==> config.mk <==
export PLATFORM = sky130hd
export DESIGN_NAME = csa_chain_adder
export DESIGN_NICKNAME = d
export VERILOG_FILES = /design/src/rtl/csa_chain_pkg.sv /design/src/rtl/csa_row.sv /design/src/rtl/csa_linear_array.sv /design/src/rtl/cpa_adder.sv /design/src/rtl/out_reg.sv /design/src/rtl/csa_chain_adder.sv
export SDC_FILE = /design/constraint.sdc
export NUM_CORES = 1
export LEC_CHECK = 0
export BUFFER_PORTS_ARGS = -buffer_cell sky130_fd_sc_hd__buf_2
export CAP_MARGIN = 20
export CORE_ASPECT_RATIO = 0.75
export CORE_MARGIN = 2
export CORE_UTILIZATION = 50
export DETAILED_ROUTE_END_ITERATION = 8
export HOLD_SLACK_MARGIN = 0.02
export PLACE_DENSITY = 0.8
export SLEW_MARGIN = 5
export SYNTH_ARGS = -nofsm -noshare
export SYNTH_HDL_FRONTEND = slang
export SYNTH_SLANG_ARGS = --single-unit
==> constraint.sdc <==
create_clock -name clk -period 4.6 [get_ports clk]
set_input_delay 0.46 -clock clk [delete_from_list [all_inputs] [get_ports clk]]
set_output_delay 0.46 -clock clk [all_outputs]
set_load 0.005 [all_outputs]
==> src/rtl/csa_chain_pkg.sv <==
// Package csa_chain_pkg
// Shared helpers for the linear carry-save chain adder. Assumes NOP >= 3.
package csa_chain_pkg;

    // Maps the j-th regular input slot of rows 1.. onto a word index.
    // Indices below nop are operands; nop+k is the sum word of row k.
    function automatic int slot_src(input int slot, input int nop);
        if (slot < nop - 3) begin
            return 3 + slot;
        end
        return nop + (slot - (nop - 3));
    endfunction

endpackage

==> src/rtl/csa_row.sv <==
// Module csa_row
// One carry-save row: W independent full adders, no carry passed between
// bit positions. The carry output is unshifted (bit i has weight 2^(i+1)).
module csa_row #(
    parameter int W = 8
) (
    input  logic [W-1:0] a,
    input  logic [W-1:0] b,
    input  logic [W-1:0] ci,
    output logic [W-1:0] s,
    output logic [W-1:0] c
);

    for (genvar i = 0; i < W; i++) begin : g_bit
        // Full adder: parity for sum, majority for carry.
        assign s[i] = a[i] ^ b[i] ^ ci[i];
        assign c[i] = (a[i] & b[i]) | (a[i] & ci[i]) | (b[i] & ci[i]);
    end

endmodule

==> src/rtl/csa_linear_array.sv <==
// Module csa_linear_array
// Reduces NOP operands of N bits to one carry-save pair of W bits using
// NOP-2 chained rows. Row 0 takes operands 0,1,2. Each later row takes the
// previous row's carry word shifted up one bit on its carry input, and on its
// regular inputs the leftover operands in order, then earlier partial sums
// oldest first. Assumes W is wide enough for the full total.
module csa_linear_array
    import csa_chain_pkg::*;
#(
    parameter int N   = 8,
    parameter int NOP = 5,
    parameter int W   = N + $clog2(NOP)
) (
    input  logic [NOP-1:0][N-1:0] ops,
    output logic [W-1:0]          sum_o,
    output logic [W-1:0]          carry_o
);

    localparam int STAGES = NOP - 2;

    logic [W-1:0] opx [NOP];
    logic [W-1:0] ps  [STAGES];
    logic [W-1:0] cy  [STAGES];

    for (genvar g = 0; g < NOP; g++) begin : g_ext
        // Zero-extend each operand to the internal width.
        assign opx[g] = W'(ops[g]);
    end

    for (genvar k = 0; k < STAGES; k++) begin : g_stage
        logic [W-1:0] a_in;
        logic [W-1:0] b_in;
        logic [W-1:0] ci_in;

        if (k == 0) begin : g_head
            // First row: all three inputs are operands.
            assign a_in  = opx[0];
            assign b_in  = opx[1];
            assign ci_in = opx[2];
        end else begin : g_link
            localparam int SA = slot_src(2 * (k - 1), NOP);
            localparam int SB = slot_src(2 * (k - 1) + 1, NOP);

            if (SA < NOP) begin : g_a_op
                assign a_in = opx[SA];
            end else begin : g_a_ps
                assign a_in = ps[SA - NOP];
            end

            if (SB < NOP) begin : g_b_op
                assign b_in = opx[SB];
            end else begin : g_b_ps
                assign b_in = ps[SB - NOP];
            end

            // Carry-to-carry link with a zero at the least significant bit.
            assign ci_in = cy[k - 1] << 1;
        end

        csa_row #(.W(W)) row_i (
            .a (a_in),
            .b (b_in),
            .ci(ci_in),
            .s (ps[k]),
            .c (cy[k])
        );
    end

    assign sum_o   = ps[STAGES - 1];
    assign carry_o = cy[STAGES - 1];

endmodule

==> src/rtl/cpa_adder.sv <==
// Module cpa_adder
// Plain carry-propagate adder converting the carry-save pair to binary.
// Expects the carry word already shifted to its true weight.
module cpa_adder #(
    parameter int W = 8
) (
    input  logic [W-1:0] a,
    input  logic [W-1:0] b,
    output logic [W-1:0] y
);

    assign y = a + b;

endmodule

==> src/rtl/out_reg.sv <==
// Module out_reg
// Optional output stage. REG=1: results captured on in_valid, held otherwise,
// cleared by synchronous active-low reset. REG=0: straight wires.
module out_reg #(
    parameter int W   = 8,
    parameter bit REG = 1'b1
) (
    input  logic         clk,
    input  logic         rst_n,
    input  logic         in_valid,
    input  logic [W-1:0] d_sum,
    input  logic [W-1:0] d_carry,
    input  logic [W-1:0] d_total,
    output logic         q_valid,
    output logic [W-1:0] q_sum,
    output logic [W-1:0] q_carry,
    output logic [W-1:0] q_total
);

    if (REG) begin : g_reg
        // Capture a new result on valid input, clear on reset.
        always_ff @(posedge clk) begin
            if (!rst_n) begin
                q_valid <= 1'b0;
                q_sum   <= '0;
                q_carry <= '0;
                q_total <= '0;
            end else begin
                q_valid <= in_valid;
                if (in_valid) begin
                    q_sum   <= d_sum;
                    q_carry <= d_carry;
                    q_total <= d_total;
                end
            end
        end
    end else begin : g_comb
        assign q_valid = in_valid;
        assign q_sum   = d_sum;
        assign q_carry = d_carry;
        assign q_total = d_total;
    end

endmodule

==> src/rtl/csa_chain_adder.sv <==
// Module csa_chain_adder
// Top: multi-operand unsigned adder built on a linear carry-save chain, with
// optional binary conversion and optional output register. Requires
// NUM_OPS >= 3 and OPW >= 1.
module csa_chain_adder #(
    parameter int OPW     = 8,
    parameter int NUM_OPS = 5,
    parameter bit REG_OUT = 1'b1,
    parameter bit HAS_CPA = 1'b1,
    localparam int OUT_W  = OPW + $clog2(NUM_OPS)
) (
    input  logic                         clk,
    input  logic                         rst_n,
    input  logic                         in_valid,
    input  logic [NUM_OPS-1:0][OPW-1:0]  ops,
    output logic                         out_valid,
    output logic [OUT_W-1:0]             sum_word,
    output logic [OUT_W-1:0]             carry_word,
    output logic [OUT_W-1:0]             total
);

    logic [OUT_W-1:0] chain_sum;
    logic [OUT_W-1:0] chain_carry;
    logic [OUT_W-1:0] bin_total;

    csa_linear_array #(
        .N  (OPW),
        .NOP(NUM_OPS),
        .W  (OUT_W)
    ) chain_i (
        .ops    (ops),
        .sum_o  (chain_sum),
        .carry_o(chain_carry)
    );

    if (HAS_CPA) begin : g_cpa
        logic [OUT_W-1:0] carry_shifted;
        // Give the final carry word its true weight before conversion.
        assign carry_shifted = chain_carry << 1;
        cpa_adder #(.W(OUT_W)) cpa_i (
            .a(chain_sum),
            .b(carry_shifted),
            .y(bin_total)
        );
    end else begin : g_no_cpa
        assign bin_total = '0;
    end

    out_reg #(
        .W  (OUT_W),
        .REG(REG_OUT)
    ) out_i (
        .clk     (clk),
        .rst_n   (rst_n),
        .in_valid(in_valid),
        .d_sum   (chain_sum),
        .d_carry (chain_carry),
        .d_total (bin_total),
        .q_valid (out_valid),
        .q_sum   (sum_word),
        .q_carry (carry_word),
        .q_total (total)
    );

endmodule

# Yosys cells after proc, flatten, opt, wreduce, memory -nomap -nowiden
# Cells that the tools add are included.
# word_totals
input_bits,43
wordCells,165
ff_bits,30
output_inout_bits,34
# classes
n_bitwise,160
n_addsub,1
# ops
op,count
bitwise AND 1 bit,69
bitwise XOR 1 bit,47
OR 1 bit,44
adder 9 x 10 -> 11 bit,1

# Longest topological paths before layout
# Gate-level depths: netlist of run 1.
# depth
ltp_word,10
depth_mapped,11
ltp_nobuf,10

# Cells and area by module
# A second synthesis of run 1 with hierarchy kept.
# hier_totals
cells_unflattened,200
hier_area_um2,2448.6
# modules_own_cells
module,area_each_um2,n_inst,seq_area_each_um2,cells_per_inst
out_reg,1306.3,1,680.7,108
csa_row,220.2,3,0.0,11
cpa_adder,474.2,1,0.0,57
csa_chain_adder,3.8,1,0.0,1
csa_linear_array,3.8,1,0.0,1

# Worst setup path before layout of run 1
# OpenSTA, ideal clock, no wires.
# synth_timing
path_kind,input to register
start,input port ops[0] in the netlist's numbering
end,register out_i.q_total[5]
required_ns,4.485
n_path_buf,0
path_stages,9
setup_ns,0.115
arrival_ns,3.116
slack_ns,1.369
cell_sequence,fa_1 -> fa_1 -> fa_1 -> ha_1 -> fa_1 -> a21o_1 -> a211oi_1 -> o31ai_1 -> and2_1
# synth_via
elab_cells_between_ends,25
classes_between,1 x add/sub; 24 x bitwise
# synth_rtl
item,line_no,text
start: declaration,csa_chain_adder.sv:15,"input logic [NUM_OPS-1:0][OPW-1:0] ops,"
bitwise AND 1 bit,csa_row.sv:17,assign c[i] = (a[i] & b[i]) | (a[i] & ci[i]) | (b[i] & ci[i]);
OR 1 bit * (2 in a row),csa_row.sv:17,
bitwise XOR 1 bit * (3 in a row),csa_row.sv:16,assign s[i] = a[i] ^ b[i] ^ ci[i];
named net chain_i.g_stage[2].row_i.s[1],csa_row.sv:10,"output logic [W-1:0] s,"
adder 9 x 10 -> 11 bit *,cpa_adder.sv:12,assign y = a + b;
end signal: assignment,out_reg.sv:33,q_total <= d_total;
end: declaration,out_reg.sv:17,output logic [W-1:0] q_total
# The timed path passes the listed nets; every way through them passes the cells marked *.
# A chain may end at the register's enable or synchronous reset.

# Worst setup path after layout of run 1
# Ends and elaborated chain as after synthesis.

==> impl_summary.log, run 1 <==
INFO  metric synth_largest_area_cell = sky130_fd_sc_hd__dfxtp_1
INFO  metric clk_latency = 0.28 ns
INFO  metric ctsHtreeMaxLevel = 2
INFO  metric internal_power = 662 uW
INFO  metric grt_pass1_vias = 1662
INFO  metric tritoncts = done
INFO  metric yosysTopAreaCellShare = 0.271
INFO  metric pwr-share-clk = 0.199
INFO  metric postRouteAntennaNets = 0
INFO  metric crit_chain = buf_2 > fa_1 > fa_1 > fa_1 > ha_1 > fa_1 > a211oi_2 > nor2_1 > o31ai_1 > and2_1
INFO  metric timing.critical_path.fanout_max = 3
INFO  metric drt_iter0_markers = 39
INFO  metric layout.cells.most_common_list = 72 x sky130_fd_sc_hd__buf_2, 37 x sky130_fd_sc_hd__inv_1, 29 x sky130_fd_sc_hd__dfxtp_1
INFO  metric vias = 1729
INFO  metric stdcell_area = 2590 sq um
INFO  metric diodes = 0
INFO  metric run_status = finished clean
INFO  metric cp_common_cell = sky130_fd_sc_hd__fa_1
INFO  metric grt_first_pass_wirelength = 7.18 mm
INFO  metric p_sw_frac = 0.378
INFO  metric ctsResizeCount = 0
INFO  metric coreArea = 4080 sq um
INFO  metric post_synth.cell_area_avg = 9.64 sq um
INFO  metric buffer_ports.inserted = 72
INFO  metric synthToLayoutAreaGrowth = 20.9%
INFO  metric cpMaxStageDelayCell = sky130_fd_sc_hd__fa_1
INFO  metric drive_above_1_share = 0.286
INFO  metric ys_ff_latch = 29
INFO  metric critical-path-top-delay-family = adder cells
INFO  metric max-vdd-ir-drop = 0.234 mV
INFO  metric commonest_non_fill_non_tap_cell_in_the_layout = sky130_fd_sc_hd__buf_2
INFO  metric cts.clk_slew.worst_paths = 0.06 ns
INFO  metric worst_setup_path_end_kind = flop
INFO  metric tritoncts.num_buffers = 5
INFO  metric initial_utilization = 0.525
INFO  metric yosys_warnings = 0
INFO  metric vias_per_cell = 5.01
INFO  metric rsz_0062_raised_after_global_routing = false
INFO  metric root_buffer = sky130_fd_sc_hd__clkbuf_8
INFO  metric rows = 20
INFO  metric post_synth_main_area_contributors = sky130_fd_sc_hd__dfxtp_1 27%, sky130_fd_sc_hd__fa_1 22%, sky130_fd_sc_hd__mux2i_1 7.9%
INFO  metric dpl_cell_area = 2500 sq um
INFO  metric chipHeight = 60.7 microns
INFO  metric hold_class = reg2reg
INFO  metric design.portCount = 77
INFO  metric cts-root-to-sink-buffers = 2
INFO  metric final_max_slew_viol_count = 0
INFO  metric dp_hpwl = 3.21 mm
INFO  metric wl_per_cell = 11.8 microns
INFO  metric static-leakage-power = 1.40 nW
INFO  metric totalNegativeSetupSlack = 0 ns
INFO  metric clock_sink_count = 29
INFO  metric synth.cell_area = 2140 sq um
INFO  metric floorplan.die.width = 79.6 microns
INFO  metric post_cts_setup_repair_bufs = 0
INFO  metric criticalPathCategory = in2reg
INFO  metric grt_remaining_overflow = 0
INFO  metric relSlewSlack = 0.525
INFO  metric pwr_density_cell = 411 nW/um^2
INFO  metric drc_violations_left = 0
INFO  metric finalSetupViolations = 0
INFO  metric synth_sequential_area_ratio = 0.271
INFO  metric synthCells = 222
INFO  metric timing_worst_slew_pin_value = 0.713 ns
INFO  metric count_of_final_hold_check_violations = 0
INFO  metric max-cap-violations = 0
INFO  metric design.final.nets = 367
INFO  metric flop_pwr_share = 0.304
INFO  metric crit_required = 4.82 ns
INFO  metric pwr-share-comb = 0.497
INFO  metric pin_count_of_the_biggest_net_entering_global_routing = 40
INFO  metric final_routed_wirelength_across_all_metal_layers = 4.07 mm
INFO  metric max_freq = 309 MHz
INFO  metric cp.buffers_inverters = 1
INFO  metric final.min_clock_period = 3.23 ns
INFO  metric synth.lib_cells_used.distinct = 39
INFO  metric cp.arrival = 3.46 ns
INFO  metric timing.clock.skew = 0 ns
INFO  metric die_area = 4830 sq um
INFO  metric drt-pass1-iter-count = 4
INFO  metric routability_congestion_estimate = 0.807
INFO  metric switching_power = 402 uW
INFO  metric initial_antenna_violation_count = 0
INFO  metric critical_path.max_stage_delay = 0.52 ns
INFO  metric grt_util_all_layers = 0.194
INFO  metric critical_path.startpoint_type = input pin
INFO  metric post_cts_hold_buffer_count = 0
INFO  metric post-route-period-util = 0.703
[through the flow]
stage	hold WS, ns	total power [mW]	cells	setup WS [ns]	util
floorplan	0.461	0.711	225	1.37	-
global placement	0.455	0.846	338	1.17	0.613
detailed placement	0.464	0.857	338	1.06	0.613
CTS	0.474	1.07	345	1.37	0.634
global route	0.494	1.16	345	1.22	0.634
finish	0.469	1.06	345	1.37	0.634
[Yosys cell counts]
cell	n
sky130_fd_sc_hd__a2111o_1	1
sky130_fd_sc_hd__a211oi_1	2
sky130_fd_sc_hd__a211oi_2	2
sky130_fd_sc_hd__a21boi_1	1
sky130_fd_sc_hd__a21o_1	5
sky130_fd_sc_hd__a21oi_1	3
sky130_fd_sc_hd__a31oi_1	2
sky130_fd_sc_hd__and2_1	3
sky130_fd_sc_hd__and3_1	1
sky130_fd_sc_hd__and4b_1	1
sky130_fd_sc_hd__buf_2	1
sky130_fd_sc_hd__buf_4	7
sky130_fd_sc_hd__clkbuf_1	6
sky130_fd_sc_hd__conb_1	1
sky130_fd_sc_hd__dfxtp_1	29
sky130_fd_sc_hd__fa_1	23
sky130_fd_sc_hd__ha_1	11
sky130_fd_sc_hd__inv_1	37
sky130_fd_sc_hd__inv_2	1
sky130_fd_sc_hd__mux2i_1	17
sky130_fd_sc_hd__nand2_1	10
sky130_fd_sc_hd__nand3_1	8
sky130_fd_sc_hd__nand4_1	3
sky130_fd_sc_hd__nand4b_1	1
sky130_fd_sc_hd__nor2_1	9
sky130_fd_sc_hd__nor2b_1	18
sky130_fd_sc_hd__o2111ai_1	1
sky130_fd_sc_hd__o211a_1	3
sky130_fd_sc_hd__o211ai_1	1
sky130_fd_sc_hd__o211ai_2	1
sky130_fd_sc_hd__o21a_1	1
sky130_fd_sc_hd__o21ai_0	1
sky130_fd_sc_hd__o21ai_1	2
sky130_fd_sc_hd__o21bai_1	2
sky130_fd_sc_hd__o21bai_2	1
sky130_fd_sc_hd__o2bb2ai_1	2
sky130_fd_sc_hd__o31ai_1	2
sky130_fd_sc_hd__or3_1	1
sky130_fd_sc_hd__xnor2_1	1
[power groups by stage]
stage	Clock, mW	Combinational, mW	Sequential (mW)
finish	0.211	0.529	0.323
global placement	0	0.518	0.328
global route	0.225	0.602	0.330
floorplan	0	0.378	0.333
detailed placement	0	0.530	0.328
CTS	0.215	0.533	0.324
[state kept, by name, indices dropped and copies added (netlist names)]
| register | cells |
|---|---|
| out_i.q_total | 11 |
| out_i.q_sum | 8 |
| out_i.q_carry | 9 |
| out_i.q_valid | 1 |
[logic make-up after synthesis]
group / count (synthesis) / share of synthesized area
compound gates: 33 / 0.123
xor+xnor: 1 / 0.00409
fa+ha+maj: 34 / 0.279
buf+inv: 52 / 0.104
flops: 29 / 0.271
mux: 17 / 0.0795
other cells: 1 / 0.00175
simple gates: 55 / 0.137
[area by class of cell]
type                       instances  area (sq um)
sequential                        29           581
clock buffer                       7          86.3
fill                             366          1490
inverter                          38           143
tap                               55          68.8
multi-input combinational        144          1350
timing repair buffer              72           360
[routing by layer]
metal  track usage  vias to the layer above  part of all wire
li1              -                      852                 -
met1         0.240                      807              0.43
met2         0.337                       64              0.47
met3        0.0565                        6             0.082
met4        0.0591                        0            0.0088
met5             0                        -                 0
[worst min-delay path: cells and delay by family, from the launching register on]
family           cells  cell delay (ns)
AO/OA/AOI/OAI        1             0.06
flip-flops           1             0.31
AND/OR/NAND/NOR      1             0.06
[worst paths after layout]
check / start / to / slack, ns / cells past startpoint
max: ops[0] / out_i.q_total[5]$_SDFFE_PN0P_ / 1.37 / 10
min: out_i.q_carry[8]$_SDFFE_PN0P_ / out_i.q_carry[8]$_SDFFE_PN0P_ / 0.47 / 2
min reg2reg: out_i.q_carry[8]$_SDFFE_PN0P_ / out_i.q_carry[8]$_SDFFE_PN0P_ / 0.47 / 2
max reg2reg: out_i.q_total[7]$_SDFFE_PN0P_ / out_i.q_total[7]$_SDFFE_PN0P_ / 3.81 / 3
Note: power is estimated with default switching activity, not from simulation.
==> run 2, diff against run 1 <==
- ABC_AREA: unset -> 1
- CORE_UTILIZATION: 50 -> 45
- PLACE_DENSITY: 0.8 -> 0.77
- clock period: 4.6 -> 2.8 ns (I/O delays scaled with it)
==> run 2 against run 1 <==
Clock-buffer cell count did not move. Hold slack got worse by 0.029 ns. Clock skew did not move.
==> impl_summary.log, run 2 <==
INFO  metric critical_path.max_stage_delay = 0.52 ns (about the same)
INFO  metric synth_enable_flop_cells = 0 (unchanged)
INFO  metric ys_ff_latch = 29 (unchanged)
INFO  metric final_max_slew_viol_count = 0 (unchanged)
INFO  metric design.final.nets = 423 (+15%)
INFO  metric drive_above_1_share = 0.291 (+0.00486)
INFO  metric pin_count_of_the_biggest_net_entering_global_routing = 38 (-5.0%)
INFO  metric synthCells = 268 (+21%)
INFO  metric static-leakage-power = 1.50 nW (+7.7%)
INFO  metric critical-path-top-delay-family = adder cells
INFO  metric dp_hpwl = 3.47 mm (+8.1%)
INFO  metric buffer_ports.inserted = 72 (unchanged)
INFO  metric grt_pass1_vias = 1819 (+9.4%)
INFO  metric run_status = finished clean
INFO  metric initial_utilization = 0.468 (-0.0571)
INFO  metric timing.critical_path.fanout_max = 4 (+1)
INFO  metric hold_class = in2reg
INFO  metric critical_path.startpoint_type = input pin
INFO  metric tritoncts.num_buffers = 5 (unchanged)
INFO  metric rows = 21 (+5.0%)
INFO  metric cp.buffers_inverters = 2 (+1)
INFO  metric whs = 0.441 ns (-0.0286 ns)
INFO  metric pwr_density_cell = 691 nW/um^2 (+68%)
INFO  metric initial_antenna_violation_count = 0 (unchanged)
INFO  metric timing_worst_slew_pin_value = 0.628 ns (-0.0856 ns)
INFO  metric synth_largest_area_cell = sky130_fd_sc_hd__dfxtp_1
INFO  metric vias = 1874 (+8.4%)
INFO  metric yosys_warnings = 0 (unchanged)
INFO  metric worst_setup_path_end_kind = flop
INFO  metric final.min_clock_period = 2.66 ns
INFO  metric yosysMostFrequentCell = sky130_fd_sc_hd__inv_1
INFO  metric post-route-period-util = 0.950
INFO  metric multi_input_area = 1240 sq um (-7.9%)
INFO  metric relSlewSlack = 0.582 (+0.0571)
INFO  metric register_ranked_first_by_flip_flop_count = out_i.q_total
INFO  metric root_buffer = sky130_fd_sc_hd__clkbuf_8
INFO  metric max-cap-violations = 0 (unchanged)
INFO  metric postRouteAntennaNets = 0 (unchanged)
INFO  metric count_of_final_hold_check_violations = 0 (unchanged)
INFO  metric drt-pass1-iter-count = 4 (unchanged)
INFO  metric crit_required = 2.98 ns (-1.84 ns)
INFO  metric yosysTopAreaCellShare = 0.278 (+0.00666)
INFO  metric synthFlopType = sky130_fd_sc_hd__dfxtp_1
INFO  metric cpMaxStageDelayCell = sky130_fd_sc_hd__fa_1
INFO  metric grt_util_all_layers = 0.186 (-0.00867)
INFO  metric dp_worst_setup_slack = -0.221 ns (-1.29 ns)
INFO  metric clock_sink_count = 29 (unchanged)
INFO  metric max-vdd-ir-drop = 0.252 mV (+7.7%)
INFO  metric tritoncts = done
INFO  metric register_area = 581 sq um (unchanged)
INFO  metric commonest_non_fill_non_tap_cell_in_the_layout = sky130_fd_sc_hd__buf_2
INFO  metric synth.cell_area = 2090 sq um (-2.4%)
INFO  metric die_area = 5210 sq um (+8.0%)
INFO  metric routability_congestion_estimate = 0.882 (+9.2%)
INFO  metric min_delay_path_depth = 3 (+1)
INFO  metric grt_remaining_overflow = 0 (unchanged)
INFO  metric cts-root-to-sink-buffers = 2 (unchanged)
INFO  metric synth.lib_cells_used.distinct = 24 (-38%)
INFO  metric synth_sequential_area_ratio = 0.278 (+0.00666)
INFO  metric post_synth.cell_area_avg = 7.80 sq um (-19%)
INFO  metric dpl_cell_area = 2510 sq um (+0.55%)
INFO  metric fill_cells = 428 (+17%)
INFO  metric r2r_cells = 4 (+1)
INFO  metric finalSetupViolations = 0 (unchanged)
INFO  metric stdcell_area = 2640 sq um (+1.9%)
INFO  metric cts.clk_slew.worst_paths = 0.06 ns (about the same)
INFO  metric path_depth = 12 (+2)
INFO  metric crit_chain = buf_2 > fa_2 > fa_1 > fa_1 > ha_2 > fa_2 > nand2_1 > nand2_2 > nand3b_1 > nand3_1 > o211ai_1 > inv_1
INFO  metric final_routed_wirelength_across_all_metal_layers = 4.39 mm (+7.9%)
INFO  metric dp_cells = 395 (+17%)
INFO  metric drt_iter0_markers = 83 (+110%)
INFO  metric grt_first_pass_wirelength = 7.58 mm (+5.6%)
INFO  metric max_freq = 376 MHz
INFO  metric ctsHtreeMaxLevel = 2 (unchanged)
INFO  metric design.portCount = 77 (unchanged)
INFO  metric chipHeight = 63.0 microns (+3.9%)
INFO  metric floorplan.die.width = 82.7 microns (+3.9%)
INFO  metric postSynth.asyncResetShare = 0 (unchanged)
INFO  metric layout_top_registers = out_i.q_total (11), out_i.q_carry (9), out_i.q_sum (8)
INFO  metric criticalPathCategory = in2reg
INFO  metric synthToLayoutAreaGrowth = 26.2%
INFO  metric layout.cells.most_common_list = 72 x sky130_fd_sc_hd__buf_2, 54 x sky130_fd_sc_hd__inv_1, 47 x sky130_fd_sc_hd__nor2_1
INFO  metric fin_total_pwr = 1.82 mW (+71%)
INFO  metric post-route-worst-setup-slack = 0.139 ns (-1.23 ns)
INFO  metric wl_per_cell = 10.9 microns (-7.8%)
INFO  metric coreArea = 4470 sq um (+9.5%)
INFO  metric rsz_0062_raised_after_global_routing = false
INFO  metric drc_violations_left = 0 (unchanged)
INFO  metric largest_reg_flops = 11 (unchanged)
INFO  metric timing.clock.skew = 0 ns (unchanged)
INFO  metric instances_no_fill = 404 (+17%)
INFO  metric diodes = 0 (unchanged)
INFO  metric post_synth_main_area_contributors = sky130_fd_sc_hd__dfxtp_1 28%, sky130_fd_sc_hd__fa_1 22%, sky130_fd_sc_hd__inv_1 9.7%
INFO  metric cp.arrival = 2.84 ns (-0.62 ns)
INFO  metric post_cts_hold_buffer_count = 0 (unchanged)
INFO  metric netlist_top_cells_count = 54 x sky130_fd_sc_hd__inv_1, 47 x sky130_fd_sc_hd__nor2_1, 36 x sky130_fd_sc_hd__nand2_1
INFO  metric clk_latency = 0.29 ns (about the same)
INFO  metric vias_per_cell = 4.64 (-7.4%)
-- run 2: cell count changes after synthesis, moves of 3 or more --
| cell | change |
|---|---|
| sky130_fd_sc_hd__nor2_1 | +38 |
| sky130_fd_sc_hd__nand2_1 | +26 |
| sky130_fd_sc_hd__o21ai_0 | +20 |
| sky130_fd_sc_hd__nor2b_1 | -18 |
| sky130_fd_sc_hd__inv_1 | +17 |
| sky130_fd_sc_hd__mux2i_1 | -17 |
| sky130_fd_sc_hd__a21oi_1 | +7 |
| sky130_fd_sc_hd__a21o_1 | -5 |
| sky130_fd_sc_hd__clkbuf_1 | -5 |
| sky130_fd_sc_hd__and2_1 | -3 |
| sky130_fd_sc_hd__buf_2 | +3 |
| sky130_fd_sc_hd__nand4_1 | -3 |
| sky130_fd_sc_hd__o211a_1 | -3 |
-- run 2: worst paths after layout --
kind,end,slack [ns],start
worst max register to register,out_i.q_total[9]$_SDFFE_PN0P_,2.12,out_i.q_total[9]$_SDFFE_PN0P_
worst min register to register,out_i.q_carry[8]$_SDFFE_PN0P_,0.47,out_i.q_carry[8]$_SDFFE_PN0P_
worst min-delay path,out_i.q_total[9]$_SDFFE_PN0P_,0.44,rst_n
worst max-delay path,out_i.q_total[5]$_SDFFE_PN0P_,0.14,ops[0]
-- run 2: layer usage --
layer / vias up / part of all wire / GRT usage
met2: 57 / 0.47 / 0.324
li1: 952 / - / -
met1: 857 / 0.43 / 0.222
met5: - / 0 / 0
met3: 8 / 0.082 / 0.0462
met4: 0 / 0.014 / 0.0553
-- run 2: cells by family (layout without fill, tap and decap cells) --
group | count (synthesis) | after routing | share of synthesized area
other | 1 | 4 | 0.00179
AO/OA/AOI/OAI | 35 | 35 | 0.0862
flip-flops | 29 | 29 | 0.278
AND/OR/NAND/NOR | 99 | 99 | 0.202
adder cells (fa/ha/maj) | 34 | 34 | 0.286
buffers and inverters | 69 | 145 | 0.142
XOR/XNOR | 1 | 1 | 0.00419
-- run 2: layout make-up --
| class | instances | share of cell area |
|---|---|---|
| Tap cell | 57 | 0.0270 |
| Timing Repair Buffer | 82 | 0.165 |
| Sequential cell | 29 | 0.220 |
| Clock buffer | 7 | 0.0365 |
| Inverter | 55 | 0.0783 |
| Clock inverter | 1 | 0.00190 |
| Multi-Input combinational cell | 173 | 0.471 |
-- run 2: report_power, final --
part	switching (mW)	internal, mW	leakage, nW	total (mW)
Combinational	0.497	0.435	1.21	0.933
Sequential	0.0286	0.474	0.241	0.503
Clock	0.164	0.222	0.0542	0.386
Total	0.690	1.13	1.50	1.82
-- run 2: worst min-delay path: stages --
cell	delay [ns]
sky130_fd_sc_hd__buf_2	0.25
sky130_fd_sc_hd__nand2_1	0.12
sky130_fd_sc_hd__nor2_1	0.04
-- run 2: through the flow --
step / util / setup TNS, ns
finish: 0.590 / 0
global route: 0.590 / 0
CTS: 0.586 / 0
detailed placement: 0.563 / -1.25
global placement: 0.563 / -0.974
floorplan: - / 0
-- run 2: what timing repair did --
action,CTS,global route
endpoints found under the setup margin,0,3
gates resized for setup,0,4
buffers inserted,0,1
==> run 3, diff against run 2 <==
- GPL_TIMING_DRIVEN: unset -> 0
==> run 3 against run 2 <==
Worst setup slack worse by 0.023 ns. Hold slack worse by 0.11 ns. Maximum frequency down 0.87%. Power down 4.1%. Combinational power down 3.6%. Critical path type unchanged.
==> impl_summary.log, run 3 (synthesized netlist as in run 2, its figures left out) <==
INFO  metric final_routed_wirelength_across_all_metal_layers = 4.60 mm (+4.7%)
INFO  metric register_ranked_first_by_flip_flop_count = out_i.q_total
INFO  metric whs_endpoint = out_i.q_valid$_SDFF_PN0_
INFO  metric coreArea = 4470 sq um (unchanged)
INFO  metric timing.critical_path.fanout_max = 4 (unchanged)
INFO  metric tritoncts = done
INFO  metric postRouteAntennaNets = 0 (unchanged)
INFO  metric cp.buffers_inverters = 1 (-1)
INFO  metric ctsHtreeMaxLevel = 2 (unchanged)
INFO  metric worst_setup_path_end_kind = flop
INFO  metric initial_utilization = 0.468 (unchanged)
INFO  metric grt_pass1_vias = 1776 (-2.4%)
INFO  metric globalRouteMet3Util = 0.0578 (+0.0116)
INFO  metric drt-pass1-iter-count = 4 (unchanged)
INFO  metric largest_reg_flops = 11 (unchanged)
INFO  metric initial_antenna_violation_count = 0 (unchanged)
INFO  metric chipHeight = 63.0 microns (unchanged)
INFO  metric pin_count_of_the_biggest_net_entering_global_routing = 11 (-71%)
INFO  metric cts.clk_slew.worst_paths = 0.06 ns (about the same)
INFO  metric r2r_cells = 2 (-2)
INFO  metric rr_startpoint = out_i.q_total[1]$_SDFFE_PN0P_
INFO  metric max-vdd-ir-drop = 0.314 mV (+25%)
INFO  metric critical-path-top-delay-family = adder cells
INFO  metric crit_required = 2.97 ns (about the same)
INFO  metric diodes = 0 (unchanged)
INFO  metric post-route-period-util = 0.959 (+0.00837)
INFO  metric critical_path.max_stage_delay = 0.51 ns (about the same)
INFO  metric cp_common_cell = sky130_fd_sc_hd__fa_1
INFO  metric groute.layer.met2.usage = 0.317 (-0.00706)
INFO  metric die_area = 5210 sq um (unchanged)
INFO  metric routability_congestion_estimate = 0.862 (-2.2%)
INFO  metric static-leakage-power = 1.50 nW (+0.13%)
INFO  metric cp.arrival = 2.86 ns (+0.02 ns)
INFO  metric wl_per_cell = 11.3 microns (+4.2%)
INFO  metric final_core_utilization = 0.596 (+0.00532)
INFO  metric buffer_ports.inserted = 70 (-2.8%)
INFO  metric worst_r2r_endpoint = out_i.q_total[1]$_SDFFE_PN0P_
INFO  metric drc_violations_left = 0 (unchanged)
INFO  metric drive_above_1_share = 0.289 (-0.00167)
INFO  metric rsz_0062_raised_after_global_routing = false
INFO  metric floorplan.die.width = 82.7 microns (unchanged)
INFO  metric totalNegativeSetupSlack = 0 ns (unchanged)
INFO  metric dp_worst_setup_slack = -0.224 ns (-0.00299 ns)
INFO  metric design.portCount = 77 (unchanged)
INFO  metric design.final.nets = 426 (+0.71%)
INFO  metric criticalPathCategory = in2reg
INFO  metric post-route-worst-setup-slack = 0.116 ns (-0.0234 ns)
INFO  metric layout_top_registers = out_i.q_total (11), out_i.q_carry (9), out_i.q_sum (8)
INFO  metric instances_no_fill = 406 (+0.50%)
INFO  metric drt_iter0_markers = 65 (-22%)
INFO  metric globalRouteMet1Util = 0.245 (+0.0233)
INFO  metric max_freq = 373 MHz (-0.87%)
INFO  metric final_max_slew_viol_count = 0 (unchanged)
INFO  metric timing.reg2reg.setup_slack = 2.13 ns (about the same)
INFO  metric launch_instance_of_the_worst_min_delay_path = in_valid
INFO  metric dp_cells = 398 (+0.76%)
INFO  metric commonest_non_fill_non_tap_cell_in_the_layout = sky130_fd_sc_hd__buf_2
INFO  metric rows = 21 (unchanged)
INFO  metric fill_cells = 425 (-0.70%)
INFO  metric cts-root-to-sink-buffers = 2 (unchanged)
INFO  metric run_status = finished clean
INFO  metric clock_sink_count = 29 (unchanged)
INFO  metric crit_chain = buf_2 > fa_1 > fa_1 > fa_1 > ha_2 > fa_2 > nand2_1 > nand2_2 > nand3b_1 > a21oi_1 > nor2_1 > nor2_1
INFO  metric grt_most_used_layer = met2
INFO  metric root_buffer = sky130_fd_sc_hd__clkbuf_8
INFO  metric synthToLayoutAreaGrowth = 27.4%
INFO  metric grt_util_all_layers = 0.191 (+0.00525)
INFO  metric layout.cells.most_common_list = 74 x sky130_fd_sc_hd__buf_2, 54 x sky130_fd_sc_hd__inv_1, 47 x sky130_fd_sc_hd__nor2_1
INFO  metric whs = 0.331 ns (-0.110 ns)
INFO  metric tritoncts.num_buffers = 5 (unchanged)
INFO  metric finalSetupViolations = 0 (unchanged)
INFO  metric critical_path.startpoint_type = input pin
INFO  metric timing.clock.skew = 0 ns (unchanged)
INFO  metric max-cap-violations = 0 (unchanged)
INFO  metric grt_remaining_overflow = 0 (unchanged)
INFO  metric vias = 1865 (-0.48%)
INFO  metric final.min_clock_period = 2.68 ns (+0.0234 ns)
INFO  metric cpMaxStageDelayCell = sky130_fd_sc_hd__fa_1
INFO  metric vias_per_cell = 4.59 (-0.97%)
INFO  metric pwr_density_cell = 656 nW/um^2 (-5.0%)
INFO  metric hold_class = in2reg
INFO  metric min_delay_path_depth = 3 (unchanged)
INFO  metric grt_first_pass_wirelength = 7.64 mm (+0.73%)
INFO  metric post_cts_hold_buffer_count = 0 (unchanged)
INFO  metric dp_hpwl = 3.71 mm (+7.0%)
INFO  metric clk_latency = 0.28 ns (about the same)
INFO  metric count_of_final_hold_check_violations = 0 (unchanged)
-- run 3: layout make-up --
class                      instances  area (sq um)  share of cell area
inverter                          55           206              0.0776
multi-input combinational        173          1270               0.477
buffer                            14          90.1              0.0339
timing repair buffer              71           358               0.134
clock buffer                       7          86.3              0.0324
sequential                        29           581               0.218
tap                               57          71.3              0.0268
-- run 3: what timing repair did --
action / in CTS / in global routing
buffers inserted: 0 / 1
setup endpoints to repair: 0 / 4
gates resized for setup: 0 / 4
-- run 3: worst register-to-register path: cells and delay by family, from the launching register on --
kind,cells,cell delay (ns)
AOI/OAI and AO/OA,1,0.18
and+or+nand+nor,1,0.07
DFF,1,0.31
-- run 3: worst max-delay path by stage --
stage | from | slack, ns | to | cells after the start
after floorplan | ops[0] | 0.03 | out_i.q_total[9]$_SDFFE_PN0P_ | 11
after global routing | ops[0] | 0.004 | out_i.q_total[9]$_SDFFE_PN0P_ | 13
final | ops[0] | 0.12 | out_i.q_total[7]$_SDFFE_PN0P_ | 12
after global placement | ops[0] | -0.20 | out_i.q_total[9]$_SDFFE_PN0P_ | 12
after CTS | ops[0] | 0.06 | out_i.q_total[7]$_SDFFE_PN0P_ | 12
after detailed placement | ops[0] | -0.22 | out_i.q_total[7]$_SDFFE_PN0P_ | 12
-- run 3: power by group --
part / total [mW] / leakage (nW) / switching (mW) / internal (mW)
clock network: 0.345 / 0.0443 / 0.151 / 0.194
registers: 0.503 / 0.241 / 0.0285 / 0.475
logic: 0.899 / 1.22 / 0.493 / 0.405
-- run 3: metal layers --
metal  up-vias  wire, microns
met4         0             43
met2        55           2120
li1        960              -
met3         8            339
met1       842           2100
met5         -              0
-- run 3: metrics by stage --
step | instance area [sq um] | total power, mW
2_1_floorplan | 2110 | 1.12
6_report | 2660 | 1.75
5_1_grt | 2660 | 1.92
3_5_place_dp | 2530 | 1.35
3_3_place_gp | 2530 | 1.33
4_1_cts | 2610 | 1.70
